<file path="src/rtl/ilk_pkg.sv">
package ilk_pkg;

  typedef enum logic [1:0] {
    ST_IDLE   = 2'd0,
    ST_RECV_I = 2'd1,
    ST_RECV_B = 2'd2,
    ST_WAIT   = 2'd3
  } ilk_state_e;

  localparam logic [1:0] MODE_INTERLOCK = 2'b10;

  localparam int ST_BITS = 3;
  localparam int SB_INTR = 0;
  localparam int SB_OK   = 1;
  localparam int SB_ERR  = 2;

endpackage

</file>
<file path="src/rtl/ilk_capture.sv">
module ilk_capture #(
  parameter int DW = 32,
  parameter int N  = 7,
  localparam int IW = $clog2(N + 1)
) (
  input  logic          clk,
  input  logic          rst,
  input  logic          we,
  input  logic [IW-1:0] widx,
  input  logic [DW-1:0] wdata,
  input  logic [IW-1:0] sel,
  output logic [DW-1:0] rdata
);

  logic [DW-1:0] cap_q [N];

  for (genvar i = 0; i < N; i++) begin : g_entry
    always_ff @(posedge clk) begin
      if (rst) begin
        cap_q[i] <= '0;
      end else if (we && widx == IW'(i)) begin
        cap_q[i] <= wdata;
      end
    end


    entry_hold_chk: assert property (@(posedge clk) disable iff (rst)
      !(we && widx == IW'(i)) |=> $stable(cap_q[i]));
  end

  always_ff @(posedge clk) begin
    if (rst) begin
      rdata <= '0;
    end else if (sel < IW'(N)) begin
      rdata <= cap_q[sel];
    end else begin
      rdata <= '0;
    end
  end

endmodule

</file>
<file path="src/rtl/ilk_fifo.sv">
module ilk_fifo #(
  parameter int DW    = 32,
  parameter int DEPTH = 16,
  localparam int AW = (DEPTH > 1) ? $clog2(DEPTH) : 1,
  localparam int CW = $clog2(DEPTH + 1)
) (
  input  logic          clk,
  input  logic          rst,
  input  logic          flush,
  input  logic          push,
  input  logic [DW-1:0] push_data,
  input  logic          push_last,
  input  logic          arm,
  output logic          full,
  output logic          empty,
  output logic          out_valid,
  output logic [DW-1:0] out_data,
  output logic          out_last,
  input  logic          out_ready
);

  logic [DW:0]   mem [DEPTH];
  logic [AW-1:0] wp_q, rp_q;
  logic [CW-1:0] cnt_q;
  logic          wr_en, load;

  function automatic logic [AW-1:0] ptr_inc(input logic [AW-1:0] p);
    return (p == AW'(DEPTH - 1)) ? '0 : p + 1'b1;
  endfunction

  assign full  = (cnt_q == CW'(DEPTH));
  assign empty = (cnt_q == '0);
  assign wr_en = push && !full && !flush;
  assign load  = arm && !empty && !flush && (!out_valid || out_ready);

  // storage: plain write port, registered read port
  always_ff @(posedge clk) begin
    if (wr_en) begin
      mem[wp_q] <= {push_last, push_data};
    end
  end

  always_ff @(posedge clk) begin
    if (load) begin
      {out_last, out_data} <= mem[rp_q];
    end
  end

  always_ff @(posedge clk) begin
    if (rst || flush) begin
      wp_q      <= '0;
      rp_q      <= '0;
      cnt_q     <= '0;
      out_valid <= 1'b0;
    end else begin
      if (wr_en) wp_q <= ptr_inc(wp_q);
      if (load)  rp_q <= ptr_inc(rp_q);
      cnt_q <= cnt_q + CW'(wr_en) - CW'(load);
      if (load) begin
        out_valid <= 1'b1;
      end else if (out_ready) begin
        out_valid <= 1'b0;
      end
    end
  end


  no_overflow_chk: assert property (@(posedge clk) disable iff (rst)
    cnt_q <= CW'(DEPTH));


  dma_hold_chk: assert property (@(posedge clk) disable iff (rst)
    (out_valid && !out_ready && !flush) |=> (out_valid && $stable(out_data) && $stable(out_last)));

endmodule

</file>
<file path="src/rtl/ilk_status.sv">
module ilk_status #(
  parameter int NB = 3
) (
  input  logic          clk,
  input  logic          rst,
  input  logic [NB-1:0] set,
  input  logic [NB-1:0] clr,
  output logic [NB-1:0] stat
);

  for (genvar b = 0; b < NB; b++) begin : g_bit
    always_ff @(posedge clk) begin
      if (rst) begin
        stat[b] <= 1'b0;
      end else if (set[b]) begin
        stat[b] <= 1'b1;
      end else if (clr[b]) begin
        stat[b] <= 1'b0;
      end
    end


    sticky_chk: assert property (@(posedge clk) disable iff (rst)
      (stat[b] && !clr[b]) |=> stat[b]);
  end

endmodule

</file>
<file path="src/rtl/ilk_seq.sv">
module ilk_seq
  import ilk_pkg::*;
#(
  parameter int N  = 7,
  localparam int IW = $clog2(N + 1)
) (
  input  logic               clk,
  input  logic               rst,
  input  logic [1:0]         cfg_mode,
  input  logic               rx_valid,
  input  logic               rx_sof,
  input  logic               rx_eof,
  input  logic               rx_err,
  input  logic               host_arm,
  input  logic               host_accept,
  input  logic               host_reject,
  input  logic               fifo_full,
  input  logic               fifo_empty,
  input  logic               dma_busy,
  output logic               push,
  output logic               cap_we,
  output logic [IW-1:0]      widx,
  output logic               flush,
  output logic               armed,
  output logic [ST_BITS-1:0] set_bits,
  output logic               ack_ok,
  output logic               ack_err
);

  ilk_state_e state_q, state_d;
  logic [IW-1:0] idx_q;
  logic err_q, acc_q, rej_q;
  logic start, ilk_start, in_ilk, in_byp, live, arm_ok;
  logic err_now, err_seen, acc_any, rej_any;
  logic fire_ok, fire_err, fire, set_ok, set_err;

  always_comb begin
    start     = rx_valid && rx_sof && (state_q == ST_IDLE);
    ilk_start = start && (cfg_mode == MODE_INTERLOCK);
    in_ilk    = ilk_start || (state_q == ST_RECV_I);
    in_byp    = (start && !ilk_start) || (state_q == ST_RECV_B);
    live      = start || (state_q != ST_IDLE);
    arm_ok    = in_ilk || (state_q == ST_WAIT);
    push      = rx_valid && in_ilk;
    err_now   = (rx_valid && rx_err) || (push && fifo_full);
    err_seen  = (start ? 1'b0 : err_q) || err_now;
    acc_any   = acc_q || host_accept;
    rej_any   = rej_q || host_reject;
    widx      = start ? '0 : idx_q;
    cap_we    = push && (widx < IW'(N));
  end

  always_comb begin
    state_d  = state_q;
    fire_ok  = 1'b0;
    fire_err = 1'b0;
    set_ok   = 1'b0;
    set_err  = 1'b0;
    if (state_q == ST_WAIT) begin
      if (host_reject) begin
        fire_err = 1'b1;
        state_d  = ST_IDLE;
      end else if (host_accept) begin
        fire_ok = 1'b1;
        state_d = ST_IDLE;
      end
    end else if (push && rx_eof) begin
      state_d = ST_IDLE;
      if (err_seen) begin
        set_err  = 1'b1;
        fire_err = 1'b1;
      end else begin
        set_ok = 1'b1;
        if (rej_any) begin
          fire_err = 1'b1;
        end else if (acc_any) begin
          fire_ok = 1'b1;
        end else begin
          state_d = ST_WAIT;
        end
      end
    end else if (in_byp && rx_valid && rx_eof) begin
      state_d  = ST_IDLE;
      fire_ok  = !err_seen;
      fire_err = err_seen;
    end else if (ilk_start) begin
      state_d = ST_RECV_I;
    end else if (start) begin
      state_d = ST_RECV_B;
    end
  end

  assign fire     = fire_ok || fire_err;
  assign flush    = fire && !armed && !(host_arm && arm_ok);
  assign set_bits = {set_err, set_ok, ilk_start};

  always_ff @(posedge clk) begin
    if (rst) begin
      state_q <= ST_IDLE;
      idx_q   <= '0;
      err_q   <= 1'b0;
      acc_q   <= 1'b0;
      rej_q   <= 1'b0;
      armed   <= 1'b0;
      ack_ok  <= 1'b0;
      ack_err <= 1'b0;
    end else begin
      state_q <= state_d;
      ack_ok  <= fire_ok;
      ack_err <= fire_err;
      if (cap_we) idx_q <= widx + 1'b1;
      if (fire || !live) begin
        err_q <= 1'b0;
        acc_q <= 1'b0;
        rej_q <= 1'b0;
      end else begin
        err_q <= err_seen;
        acc_q <= acc_any;
        rej_q <= rej_any;
      end
      if (host_arm && arm_ok) begin
        armed <= 1'b1;
      end else if (!live && fifo_empty && !dma_busy) begin
        armed <= 1'b0;
      end
    end
  end


  ack_excl_chk: assert property (@(posedge clk) disable iff (rst)
    !(ack_ok && ack_err));


  wait_hold_chk: assert property (@(posedge clk) disable iff (rst)
    (state_q == ST_WAIT && !host_accept && !host_reject) |=> (!ack_ok && !ack_err));


  err_nak_chk: assert property (@(posedge clk) disable iff (rst)
    (push && rx_eof && err_seen) |=> (ack_err && !ack_ok));


  idle_after_ack_chk: assert property (@(posedge clk) disable iff (rst)
    (ack_ok || ack_err) |-> (state_q == ST_IDLE));

endmodule

</file>
<file path="src/rtl/ilk_rx_gate.sv">
module ilk_rx_gate
  import ilk_pkg::*;
#(
  parameter int DW         = 32,
  parameter int CAP_N      = 7,
  parameter int FIFO_DEPTH = 16
) (
  input  logic                       clk,
  input  logic                       rst,
  input  logic [1:0]                 cfg_mode,
  input  logic                       rx_valid,
  input  logic                       rx_sof,
  input  logic                       rx_eof,
  input  logic                       rx_err,
  input  logic [DW-1:0]              rx_data,
  input  logic                       host_arm,
  input  logic                       host_accept,
  input  logic                       host_reject,
  input  logic [2:0]                 host_clr,
  input  logic [$clog2(CAP_N+1)-1:0] cap_sel,
  output logic [DW-1:0]              cap_rdata,
  output logic                       stat_intr,
  output logic                       stat_ok,
  output logic                       stat_err,
  output logic                       dma_valid,
  output logic [DW-1:0]              dma_data,
  output logic                       dma_last,
  input  logic                       dma_ready,
  output logic                       ack_ok,
  output logic                       ack_err
);

  localparam int IW = $clog2(CAP_N + 1);

  logic               push, cap_we, flush, armed, fifo_full, fifo_empty;
  logic [IW-1:0]      widx;
  logic [ST_BITS-1:0] set_bits, stat_bits;

  ilk_seq #(.N(CAP_N)) u_seq (
    .clk(clk), .rst(rst), .cfg_mode(cfg_mode),
    .rx_valid(rx_valid), .rx_sof(rx_sof), .rx_eof(rx_eof), .rx_err(rx_err),
    .host_arm(host_arm), .host_accept(host_accept), .host_reject(host_reject),
    .fifo_full(fifo_full), .fifo_empty(fifo_empty), .dma_busy(dma_valid),
    .push(push), .cap_we(cap_we), .widx(widx), .flush(flush), .armed(armed),
    .set_bits(set_bits), .ack_ok(ack_ok), .ack_err(ack_err)
  );

  ilk_capture #(.DW(DW), .N(CAP_N)) u_cap (
    .clk(clk), .rst(rst), .we(cap_we), .widx(widx), .wdata(rx_data),
    .sel(cap_sel), .rdata(cap_rdata)
  );

  ilk_fifo #(.DW(DW), .DEPTH(FIFO_DEPTH)) u_fifo (
    .clk(clk), .rst(rst), .flush(flush), .push(push), .push_data(rx_data),
    .push_last(rx_eof), .arm(armed), .full(fifo_full), .empty(fifo_empty),
    .out_valid(dma_valid), .out_data(dma_data), .out_last(dma_last),
    .out_ready(dma_ready)
  );

  ilk_status #(.NB(ST_BITS)) u_stat (
    .clk(clk), .rst(rst), .set(set_bits), .clr(host_clr), .stat(stat_bits)
  );

  assign stat_intr = stat_bits[SB_INTR];
  assign stat_ok   = stat_bits[SB_OK];
  assign stat_err  = stat_bits[SB_ERR];

endmodule

</file>
<file path="config.mk">
export PLATFORM = sky130hd
export DESIGN_NAME = ilk_rx_gate
export DESIGN_NICKNAME = d
export VERILOG_FILES = /design/src/rtl/ilk_pkg.sv /design/src/rtl/ilk_capture.sv /design/src/rtl/ilk_fifo.sv /design/src/rtl/ilk_status.sv /design/src/rtl/ilk_seq.sv /design/src/rtl/ilk_rx_gate.sv
export SDC_FILE = /design/constraint.sdc
export NUM_CORES = 1
export LEC_CHECK = 0
export ABC_AREA = 1
export BUFFER_PORTS_ARGS = -buffer_cell sky130_fd_sc_hd__buf_2
export CAP_MARGIN = 10
export CORE_MARGIN = 1.5
export CORE_UTILIZATION = 25
export CTS_CLUSTER_SIZE = 14
export DETAILED_ROUTE_END_ITERATION = 8
export GPL_TIMING_DRIVEN = 0
export PLACE_DENSITY = 0.45
export SYNTH_ARGS = -nofsm -noshare
export SYNTH_HDL_FRONTEND = slang
export SYNTH_SLANG_ARGS = --single-unit
export TNS_END_PERCENT = 5
</file>
<file path="constraint.sdc">
create_clock -name clk -period 3.3 [get_ports clk]
set_clock_uncertainty 0.1 [all_clocks]
set_input_delay 0.33 -clock clk [delete_from_list [all_inputs] [get_ports clk]]
set_output_delay 0.33 -clock clk [all_outputs]
set_load 0.02 [all_outputs]
</file>
# [Word level (Yosys, flattened, before mapping)]
# Memories as Yosys holds them, arrays and structs flattened. A register that Yosys moved wholly into a read port is not among the register bits.
# Cells that the tools add are included.
[classes] muxes=76 add_sub_neg=5 order_cmp=2 reduce_logical=62 bitwise_logic=8 eq_ne=14
[ops] op="32-bit 2-to-1 mux" count=7
[ops] op="1-bit 2-to-1 mux" count=56
[ops] op="1-bit logical AND" count=28
[ops] op="2-bit 2-to-1 mux" count=10
[ops] op="1-bit logical OR" count=12
[ops] op="2-bit nonzero test" count=6
[ops] op="3-bit == test (second input constant)" count=3
[ops] op="1-bit logical NOT" count=9
[ops] op="4-bit by 1-bit adder with 4-bit output (second input constant)" count=2
[ops] op="4-bit == test (second input constant)" count=2
[ops] op="4-bit 2-to-1 mux" count=2
[ops] op="1-bit OR" count=7
[ops] op="2-bit == test (second input constant)" count=3
[ops] op="3-bit by 2-bit == test with 1-bit output (second input constant)" count=2
[ops] op="3-bit less-than comparator (second input constant)" count=2
[ops] op="5-bit by 1-bit adder with 5-bit output" count=1
[ops] op="5-bit == test (second input constant)" count=1
[ops] op="5-bit logical NOT" count=1
[ops] op="5-bit nonzero test" count=1
[ops] op="5-bit by 1-bit subtractor with 5-bit output" count=1
[ops] op="2-bit OR reduction" count=2
[ops] op="3-bit by 1-bit adder with 3-bit output (second input constant)" count=1
[ops] op="3-bit by 1-bit == test with 1-bit output (second input constant)" count=1
[ops] op="3-bit logical NOT" count=1
[ops] op="6 further kinds" count=6
[word_totals] n_memories=2 ram_bits=752 regBits=28
[mem_list] name="u_fifo.mem" depth=16 width=33 read_ports=1 rd_ports_with_merged_regs=1 write_ports=1 line_no="ilk_fifo.sv:22" text="logic [DW:0] mem [DEPTH];"
[mem_list] name="u_cap.cap_q" depth=7 width=32 read_ports=1 rd_ports_with_merged_regs=1 write_ports=7 line_no="ilk_capture.sv:15" text="logic [DW-1:0] cap_q [N];"

# [Depth between registers and ports, before layout]
# Gate-level depths: netlist of the first run.
[depth] word_depth=19 depth_mapped=20 mapped_depth_nobuf=20

# [Cells and area by module]
# A second synthesis of the first run with hierarchy kept.
[unflattened] hier_cells=3421 area_unflattened_um2=35753.0
[modules_own_cells] mod="ilk_fifo" seq_area_each_um2=17126.4 cells_per_inst=2072 area_each_um2=23601.4 n_inst=1
[modules_own_cells] mod="ilk_capture" seq_area_each_um2=7367.1 cells_per_inst=1222 area_each_um2=11300.8 n_inst=1
[modules_own_cells] mod="ilk_seq" seq_area_each_um2=220.2 cells_per_inst=112 area_each_um2=742.0 n_inst=1
[modules_own_cells] mod="ilk_status" seq_area_each_um2=60.1 cells_per_inst=15 area_each_um2=108.9 n_inst=1

# [Worst setup path after synthesis of the first run]
# No wires, ideal clock.
[synth_path] path_type="input to register" startpoint="in cfg_mode[1]" endpoint="mem u_fifo.mem[0][0] (netlist name) (enable)" slack_ps=-121 setup_ps=423 arrival_ps=2898 stages=14 t_required_ps=2777 path_cell_list="inv_1 -> nor2_1 -> nand3_4 -> nand2_4 -> nand3_1 -> nand2_2 -> nor2_1 -> nor2_2 -> nand2_1 -> nand2_4 -> nand2_4 -> inv_4 -> nand2_2 -> nor2_1"
[synth_between] elab_chain_cells=18 word_cells_on_any_way=33
[synth_rtl] item="start: declaration" line_no="ilk_rx_gate.sv:10" text="input logic [1:0] cfg_mode,"
[synth_rtl] item="2-bit == test (*)" line_no="ilk_seq.sv:39" text="ilk_start = start && (cfg_mode == MODE_INTERLOCK);"
[synth_rtl] item="1-bit logical AND (*)" line_no="ilk_seq.sv:39"
[synth_rtl] item="1-bit logical OR" line_no="ilk_seq.sv:40" text="in_ilk = ilk_start || (state_q == ST_RECV_I);"
[synth_rtl] item="1-bit logical AND" line_no="ilk_seq.sv:44" text="push = rx_valid && in_ilk;"
[synth_rtl] item="1-bit logical AND" line_no="ilk_seq.sv:45" text="err_now = (rx_valid && rx_err) || (push && fifo_full);"
[synth_rtl] item="1-bit logical OR" line_no="ilk_seq.sv:45"
[synth_rtl] item="1-bit logical OR" line_no="ilk_seq.sv:46" text="err_seen = (start ? 1'b0 : err_q) || err_now;"
[synth_rtl] item="1-bit logical NOT" line_no="ilk_seq.sv:84" text="fire_ok = !err_seen;"
[synth_rtl] item="(+2 left out)"
[synth_rtl] item="1-bit 2-to-1 mux" line_no="ilk_seq.sv:59" text="if (state_q == ST_WAIT) begin"
[synth_rtl] item="1-bit logical OR" line_no="ilk_seq.sv:93" text="assign fire = fire_ok || fire_err;"
[synth_rtl] item="1-bit logical AND (2 in a row)" line_no="ilk_seq.sv:94" text="assign flush = fire && !armed && !(host_arm && arm_ok);"
[synth_rtl] item="1-bit logical NOT" line_no="ilk_fifo.sv:33" text="assign wr_en = push && !full && !flush;"
[synth_rtl] item="1-bit logical AND (*)" line_no="ilk_fifo.sv:33"
[synth_rtl] item="net u_fifo.wr_en" line_no="ilk_fifo.sv:25" text="logic wr_en, load;"
[synth_rtl] item="1-bit 2-to-1 mux (*)" line_no="ilk_fifo.sv:38" text="if (wr_en) begin"
[synth_rtl] item="1-bit 2-to-1 mux (not written as such) (*)" line_no="ilk_fifo.sv:39" text="mem[wp_q] <= {push_last, push_data};"
[synth_rtl] item="end: declaration" line_no="ilk_fifo.sv:22"
# Mark *: on every way through the listed nets, which the timed path passes. The rest lies on a longest branch.

==> results of run 1 <==
[flip-flops by register name, indices dropped and copies added (netlist names), 2 cells and up]
name	flops
u_fifo.rp_q	4
u_fifo.wp_q	4
u_seq.state_q	2
u_fifo.out_data	32
u_cap.cap_q	224
u_stat.stat	3
u_seq.idx_q	3
u_fifo.cnt_q	5
u_fifo.mem	528
u_cap.rdata	32
[layer usage]
metal  global-route usage (%)  routed length, um
met1                     21.1              48300
met2                     26.1              51700
met3                     2.39               5620
met4                     4.75               2660
met5                        0                  0
[worst max-delay path: stages (launching register included)]
cell and delay (ns):
dfxtp_1 0.39, buf_2 0.28, inv_1 0.11, clkbuf_1 0.71, clkbuf_1 0.72, nor2_1 0.09, o32ai_1 0.17, nand2_1 0.09
nand3_1 0.33
[repair_timing]
| action | CTS | global route |
|---|---|---|
| setup endpoints to repair | 14 | 242 |
| pin swaps | 0 | 2 |
| buffers inserted | 0 | 3 |
| endpoints found under the hold margin | 471 | 0 |
| hold buffers | 44 | 0 |
| gates resized for setup | 4 | 7 |
[cell families (layout without fill, tap and decap cells)]
family          Yosys count  count (layout)  share of synthesized area (%)
buf+inv                 249             613                           2.95
simple gates            967             967                           11.8
other cells               0               1                              0
xor+xnor                  6               6                          0.157
mux                      56              56                           1.67
flops                   845             845                           73.9
fa+ha+maj                17              17                          0.657
compound gates          464             464                           8.90
[cell usage in the layout, fill, tap and decap left out, types with 17 or more instances in the layout]
master           n
edfxtp_1       785
nor2_1         598
nand2_1        207
o21ai_0        202
clkbuf_1       148
buf_2          147
nand3_1        108
clkbuf_16       97
o32ai_1         76
inv_1           73
dfxtp_1         60
mux2i_1         56
o221ai_1        56
a21oi_1         47
o211ai_1        44
dlygate4sd3_1   44
o22ai_1         33
clkinv_1        21
clkinv_2        20
buf_12          20
nor2_4          17
[where the power goes]
group	internal (mW)	leakage, nW	switching, mW
clock network	6.37	1.57	4.48
logic	0.255	4.28	0.736
registers	11.9	7.84	0.0462
[per-stage QoR]
step,TNS (ns),instance area (um2)
6_report,0,40700
5_1_grt,-4.13,40700
4_1_cts,-0.0271,40600
3_5_place_dp,-199.76,37000
3_3_place_gp,-1601.84,36300
2_1_floorplan,-59.39,33500
[Yosys cell counts (all sizes together)]
library cell  number  share of area [%]
nor3               2              0.030
nand4              8               0.37
o211ai            44               0.99
o31ai              2              0.045
ha                16               0.60
o32ai             76                2.0
a211oi             1              0.022
nor3b              1              0.022
o21ai            202                3.0
clkbuf           129                1.4
nand3b             1              0.022
a22oi              1              0.022
o22ai             33               0.62
xnor2              1              0.026
a21oi             47               0.70
a31oi              2              0.037
fa                 1              0.060
o221ai            56                1.5
edfxtp           785                 70
nand3            111                1.7
mux2i             56                1.7
buf               41               0.61
nor2             617                6.9
nand2            226                2.7
clkinv             3              0.034
xor2               5               0.13
inv               76               0.86
dfxtp             60                3.6
or2                1              0.019
[worst paths after layout]
| check | end |
|---|---|
| setup reg to reg | u_fifo.out_data[23] |
| hold / removal | u_fifo.mem[9][32] |
| hold reg to reg | u_seq.rej_q |
| setup / recovery | u_fifo.out_data[23] |
[final cells by class]
class | count | area [um2] | share of cell area [%]
clock inverters | 55 | 636 | 1.56
inverters | 79 | 307 | 0.754
clock buffers | 122 | 2560 | 6.30
repair buffers | 187 | 1570 | 3.86
diodes | 1 | 2.50 | 0.00615
plain buffers | 170 | 693 | 1.70
multi-input cells | 1510 | 7910 | 19.4
well taps | 1768 | 2210 | 5.44
flip-flops and latches | 845 | 24800 | 60.9
==> results by group, run 1 <==
Clock network
  – CTS tree: built
  – Cts bufs inserted: 95
  – Reg clk slew, reported paths: 0.06 ns
  – H-tree levels: 3
  – Root Driver: clkbuf_16
  – Clock latency on the worst-skew pair: 0.70 ns
  – Max Buffers Root-to-Sink: 3
  – CTS Sinks: 845

Route
  – Routed via count: 21.8k
  – Vias/cell: 4.61
  – DRT Pass-1 Iters: 5
  – Average wire per standard cell: 22.9 um
  – Routed wire length: 108000 um
  – Drc violations: 0
  – First DRT Iteration DRCs: 1729
  – ANT nets after route: 0

Die
  – Initial Util: 25.1%
  – Die Footprint: 136000 um2
  – Total core area: 133000 um2
  – DIE WIDTH: 369 um
  – I/O pin cnt: 121
  – Row count: 134
  – Chip Height: 369 um

Timing
  – Relative slew slack: 24.6%
  – Fin. Hold Viols: 0
  – Hold Slack: 0.0342 ns
  – Final WS setup: 0.0365 ns
  – Fmax: 306 MHz
  – Crit share post-route: 98.9%
  – Setup-failing EPs final: 0
  – Minimum clock period: 3.26 ns
  – Final slew viol count: 0
  – Worst-Margin Slew: 1.13 ns
  – RSZ-0062 raised after global routing: true

Power
  – Total power: 23.7 mW
  – Worst IR Drop VDD: 429 uV
  – Pwr Density: 584 nW/um2
  – Static leakage: 13.7 nW

Final layout
  – Non-filler cells, final: 4737
  – Final #Nets: 2955
  – Area Growth Syn to Fin: 21.3%
  – Share of layout cells above drive strength 1: 12.3%
  – Final core utilization: 30.5%
  – Layout fillers: 13.5k

Synth
  – Post-Syn Instances: 2604
  – Unique masters post-synth: 40
  – Synth Register Bits: 845
  – Share of the yosys chip area belonging to registers: 73.9%
  – Mean Syn Cell Area: 12.9 um2
  – Post-Syn Area: 33500 um2
  – Syn Nets: 2671
  – Total number of yosys warnings: 0

Placement
  – Placer Congestion: 0.761
  – PortBufs: 117
  – DP HPWL: 72300 um
  – Dpl ws: -0.536 ns
  – Inst Count DP: 4512

Global routing
  – Largest net degree at the start of global routing: 33
  – GRT Total Usage: 15.7%
  – Number of global-route vias before repair: 21.7k
  – Initial antenna violation count: 1
  – Grt ovf: 0
  – First-pass GRT wire length: 155000 um

Min path
  – Min-delay src: rx_eof
  – HP Class: in -> reg
  – Hold Path Depth: 1

Setup path
  – CP Launch Type: register
  – Worst-path maximum fanout: 10
  – Worst r2r path cells: 8
  – Worst setup EP type: register
  – Crit path kind: reg -> reg
  – R2R Path Start: u_fifo.rp_q[0]
  – Worst R2R Setup Slack: 0.04 ns
  – Worst Setup SP: u_fifo.rp_q[0]
  – Required @ worst endpoint: 3.64 ns
  – WP data arrival: 3.60 ns

Status
  – Status: finished clean

Job
  – Max-cap violations: 0
(Power assumes the default switching activity.)
==> run 2: changes to the inputs <==
- CORE_MARGIN: 1.5 -> default
- SYNTH_HIERARCHICAL: default -> 1
==> run 2 against run 1 <==
Against the previous run:
- die area up 6.1%
- worst setup slack better by 0.13 ns
- maximum frequency up 4.2%
- critical path depth up 12
- via count up 12%
- power down 1.1%
- worst hold slack better by 0.0019 ns
- area after synthesis up 6.7%
- critical path type unchanged
==> results by group, run 2 <==
Synth
  – Xor/xnor share of the synthesized area: 0.0735% (-0.083 points)
  – Synth Area in Compound Gates: 3.82% (-5.1 points)
  – Post-synth top area share: 65.9% (-4.4 points)
  – Top cells by count, synth: nand2_1, edfxtp_1, nor2_1, inv_1, nand3_1
  – Area contributors post-synth: edfxtp_1, nand2_1, nor2_1
  – Cell taking the most area after synthesis: edfxtp_1
  – Total number of yosys warnings: 6 (+6)
  – Simple-Gate Fraction of Synth Area: 19.6% (+7.9 points)
  – Unique masters post-synth: 38 (-5.0%)
  – Mean Syn Cell Area: 10.5 um2 (-19%)
  – Syn Nets: 3484 (+30%)
  – Asr flop ratio synth: 0% (unchanged)
  – Synth Area in Adders: 0.476% (-0.18 points)
  – Largest family of logic cells by synthesized area: simple AND/OR/NAND/NOR gates
  – Post-synth EDFFs: 785 (unchanged)
  – Synth Register Bits: 845 (unchanged)
  – Post-Syn Area: 35800 um2 (+6.7%)
  – Post-Syn Instances: 3421 (+31%)
  – Main synth FF type: edfxtp_1
  – Mux share of post-synthesis cell area: 0% (-1.7 points)
  – Share of the yosys chip area belonging to registers: 69.3% (-4.6 points)
  – Cell with the most instances after synthesis: nand2_1

Clock network
  – Cts bufs inserted: 94 (-1.1%)
  – Max Buffers Root-to-Sink: 3 (unchanged)
  – Reg clk slew, reported paths: 0.06 ns (about the same)
  – Root Driver: clkbuf_16
  – CTS Sinks: 845 (unchanged)
  – H-tree levels: 3 (unchanged)
  – CTS tree: built
  – Clock latency on the worst-skew pair: 0.70 ns (about the same)

Placement
  – Inst Count DP: 5454 (+21%)
  – DP HPWL: 74200 um (+2.7%)
  – Placer Congestion: 0.788 (+3.5%)
  – PortBufs: 118 (+0.85%)

Timing
  – Crit share post-route: 94.9% (-4.0 points)
  – Worst-Margin Slew: 0.984 ns (-0.143 ns)
  – Fmax: 319 MHz (+4.2%)
  – Setup-failing EPs final: 0 (unchanged)
  – Minimum clock period: 3.13 ns (-0.131 ns)
  – Relative slew slack: 34.4% (+9.8 points)
  – Final slew viol count: 0 (unchanged)
  – Fin. Hold Viols: 0 (unchanged)

Power
  – Combinational fraction of design power: 5.8% (+1.6 points)
  – Total power: 23.5 mW (-1.1%)
  – Worst IR Drop VDD: 363 uV (-15%)
  – Static leakage: 17.0 nW (+24%)
  – Sw Ratio: 23.2% (+1.0 points)
  – Seq pwr share: 50.8% (+0.7 points)
  – Pwr Density: 543 nW/um2 (-6.9%)
  – Cell internal pwr: 18.0 mW (-2.4%)
  – Switch Pwr: 5.44 mW (+3.4%)
  – Clk pwr share: 43.4% (-2.3 points)

Global routing
  – Met1 global-route usage: 20.3% (-0.82 points)
  – GRT Total Usage: 14.8% (-0.96 points)
  – Grt ovf: 0 (unchanged)
  – Largest net degree at the start of global routing: 33 (unchanged)
  – Met2 Use GR: 24.3% (-1.7 points)
  – M3 GR Usage: 1.80% (-0.59 points)
  – Most used routing layer: met2
  – First-pass GRT wire length: 159000 um (+2.0%)
  – Number of global-route vias before repair: 23.6k (+8.9%)
  – Initial antenna violation count: 1 (unchanged)

Final layout
  – Area Growth Syn to Fin: 20.9%
  – Commonest non-fill, non-tap cell in the layout: nand2_1
  – Top Registers: u_fifo/mem: 528 flops, u_cap/cap_q: 224 flops
  – Non-filler cells, final: 5685 (+20%)
  – Antenna Cells: 0 (-1)
  – Most frequent cells in the layout: nand2_1, edfxtp_1, nor2_1, inv_1, nand3_1
  – Layout fillers: 14.5k (+7.8%)
  – Final #Nets: 3788 (+28%)
  – Biggest register: u_fifo/mem
  – Share of layout cells above drive strength 1: 12.4% (+0.027 points)
  – Largest register FFs: 528 (unchanged)

Setup path
  – Max stage delay on crit path: 0.37 ns (-0.35 ns)
  – Required @ worst endpoint: 3.82 ns (+0.18 ns)
  – Top delay family on crit path: simple AND/OR/NAND/NOR gates
  – Worst setup EP type: register
  – Critical Path, Cell by Cell: nor2_4 > nand3_4 > nand2_4 > nand2_4 > nand2_2 > nand2_1 > nor2_2 > nor2_4 > a21oi_4 > nor2_4 > nand3_4 > clkinv_8 > ha_1 > inv_1 > ha_2 > fa_2 > a21oi_2 > o21bai_1 > and2_1 > nor2_1
  – Worst path slowest cell: dfxtp_4
  – Most used cell, CP: nor2_4
  – Worst-path maximum fanout: 8 (-2)
  – Worst path bufs/invs: 2 (-2)
  – CP Launch Type: register
  – WP data arrival: 3.65 ns (+0.05 ns)
  – Crit path kind: reg -> reg

Status
  – Status: finished clean

Route
  – Average wire per standard cell: 18.9 um (-17%)
  – Vias/cell: 4.31 (-6.6%)
  – ANT nets after route: 0 (unchanged)
  – DRT Pass-1 Iters: 7 (+2)
  – Drc violations: 0 (unchanged)
  – First DRT Iteration DRCs: 1893 (+9.5%)
  – Routed via count: 24.5k (+12%)
  – Routed wire length: 108000 um (-0.52%)

Min path
  – HP Class: in -> reg

Job
  – Max-cap violations: 0 (unchanged)

Die
  – DIE WIDTH: 380 um (+3.0%)
  – Die Footprint: 145000 um2 (+6.1%)
  – Chip Height: 380 um (+3.0%)
  – Total core area: 142000 um2 (+6.4%)
  – Initial Util: 25.2% (+0.075 points)
  – I/O pin cnt: 121 (unchanged)
  – Row count: 138 (+3.0%)
==> run 2: cell types whose count changed after synthesis, sizes merged, moves of 22 or more <==
| cell | before | now |
|---|---|---|
| clkbuf | 129 | 56 |
| o22ai | 33 | 0 |
| o211ai | 44 | 66 |
| buf | 41 | 119 |
| o221ai | 56 | 0 |
| inv | 76 | 388 |
| o21ai | 202 | 110 |
| nor2 | 617 | 440 |
| nand3 | 111 | 252 |
| nand2 | 226 | 1062 |
| o32ai | 76 | 0 |
| mux2i | 56 | 0 |
==> run 2: final cells by class <==
class	count	area (um2)	area share (%)
clock buffers	120	2590	6.01
flip-flops and latches	845	24800	57.3
plain buffers	175	930	2.15
multi-input cells	2009	8810	20.4
clock inverters	46	352	0.814
well taps	1890	2360	5.47
repair buffers	208	1900	4.39
inverters	392	1490	3.45
==> run 2: cells by family after synthesis <==
group / after synthesis
AOI/OAI and AO/OA: 232
and+or+nand+nor: 1761
buffers and inverters: 567
xor gates and xnor gates: 3
DFF: 845
adders and majority gates: 13
==> run 2: layer usage <==
| metal | part of all wire [%] | wire (um) | up-vias |
|---|---|---|---|
| met5 | 0 | 0 | - |
| met4 | 2.0 | 2130 | 0 |
| met3 | 4.3 | 4640 | 108 |
| met2 | 47 | 51000 | 524 |
| met1 | 46 | 49900 | 12000 |
| li1 | - | - | 11800 |
==> run 2: timing repair <==
item / CTS / global route
pin swaps: 14 / 13
gates resized for setup: 13 / 23
hold endpoints to repair: 416 / 0
buffers inserted: 13 / 11
hold buffers: 41 / 0
endpoints found under the setup margin: 460 / 74
==> run 2: worst register-to-register path, delay by kind of cell, from the launching register on <==
family                   cells  cell delay [ns]
AO/OA/AOI/OAI                3             0.46
buffers and inverters        2             0.12
adder cells (fa/ha/maj)      3             0.82
AND/OR/NAND/NOR             12             1.19
flip-flops                   1             0.37
==> run 2: through the flow <==
stage | hold slack (ns) | util [%] | cell area (um2) | worst slack (ns) | setup TNS [ns]
finish | 0.0360 | 30.5 | 43200 | 0.168 | 0
global route | 0.0411 | 30.5 | 43200 | -0.0124 | -0.0124
CTS | 0.00162 | 30.4 | 43100 | 0.0196 | 0
detailed placement | 0.354 | 27.8 | 39400 | -0.763 | -149.26
global placement | 0.352 | 27.3 | 38700 | -2.47 | -1225.51
floorplan | 0.299 | - | 35800 | -0.409 | -161.80
==> run 2: final timing paths <==
path	cells after the start	to	startpoint	slack (ns)
worst min register to register	2	u_seq/rej_q	u_seq/rej_q	0.40
worst max register to register	20	u_fifo/cnt_q[4]	u_seq/state_q[0]	0.17
worst max-delay path	20	u_fifo/cnt_q[4]	u_seq/state_q[0]	0.17
worst min-delay path	1	u_fifo/mem[5][26]	rx_data[26]	0.04
==> run 2: power by group through the flow <==
stage          sequential [mW]  combinational (mW)  clock, mW
3_5_place_dp              12.2                1.29          0
5_1_grt                   11.9                1.50       10.9
4_1_cts                   11.9                1.35       10.5
3_3_place_gp              12.2                1.24          0
6_report                  11.9                1.35       10.2
2_1_floorplan             12.2               0.639          0
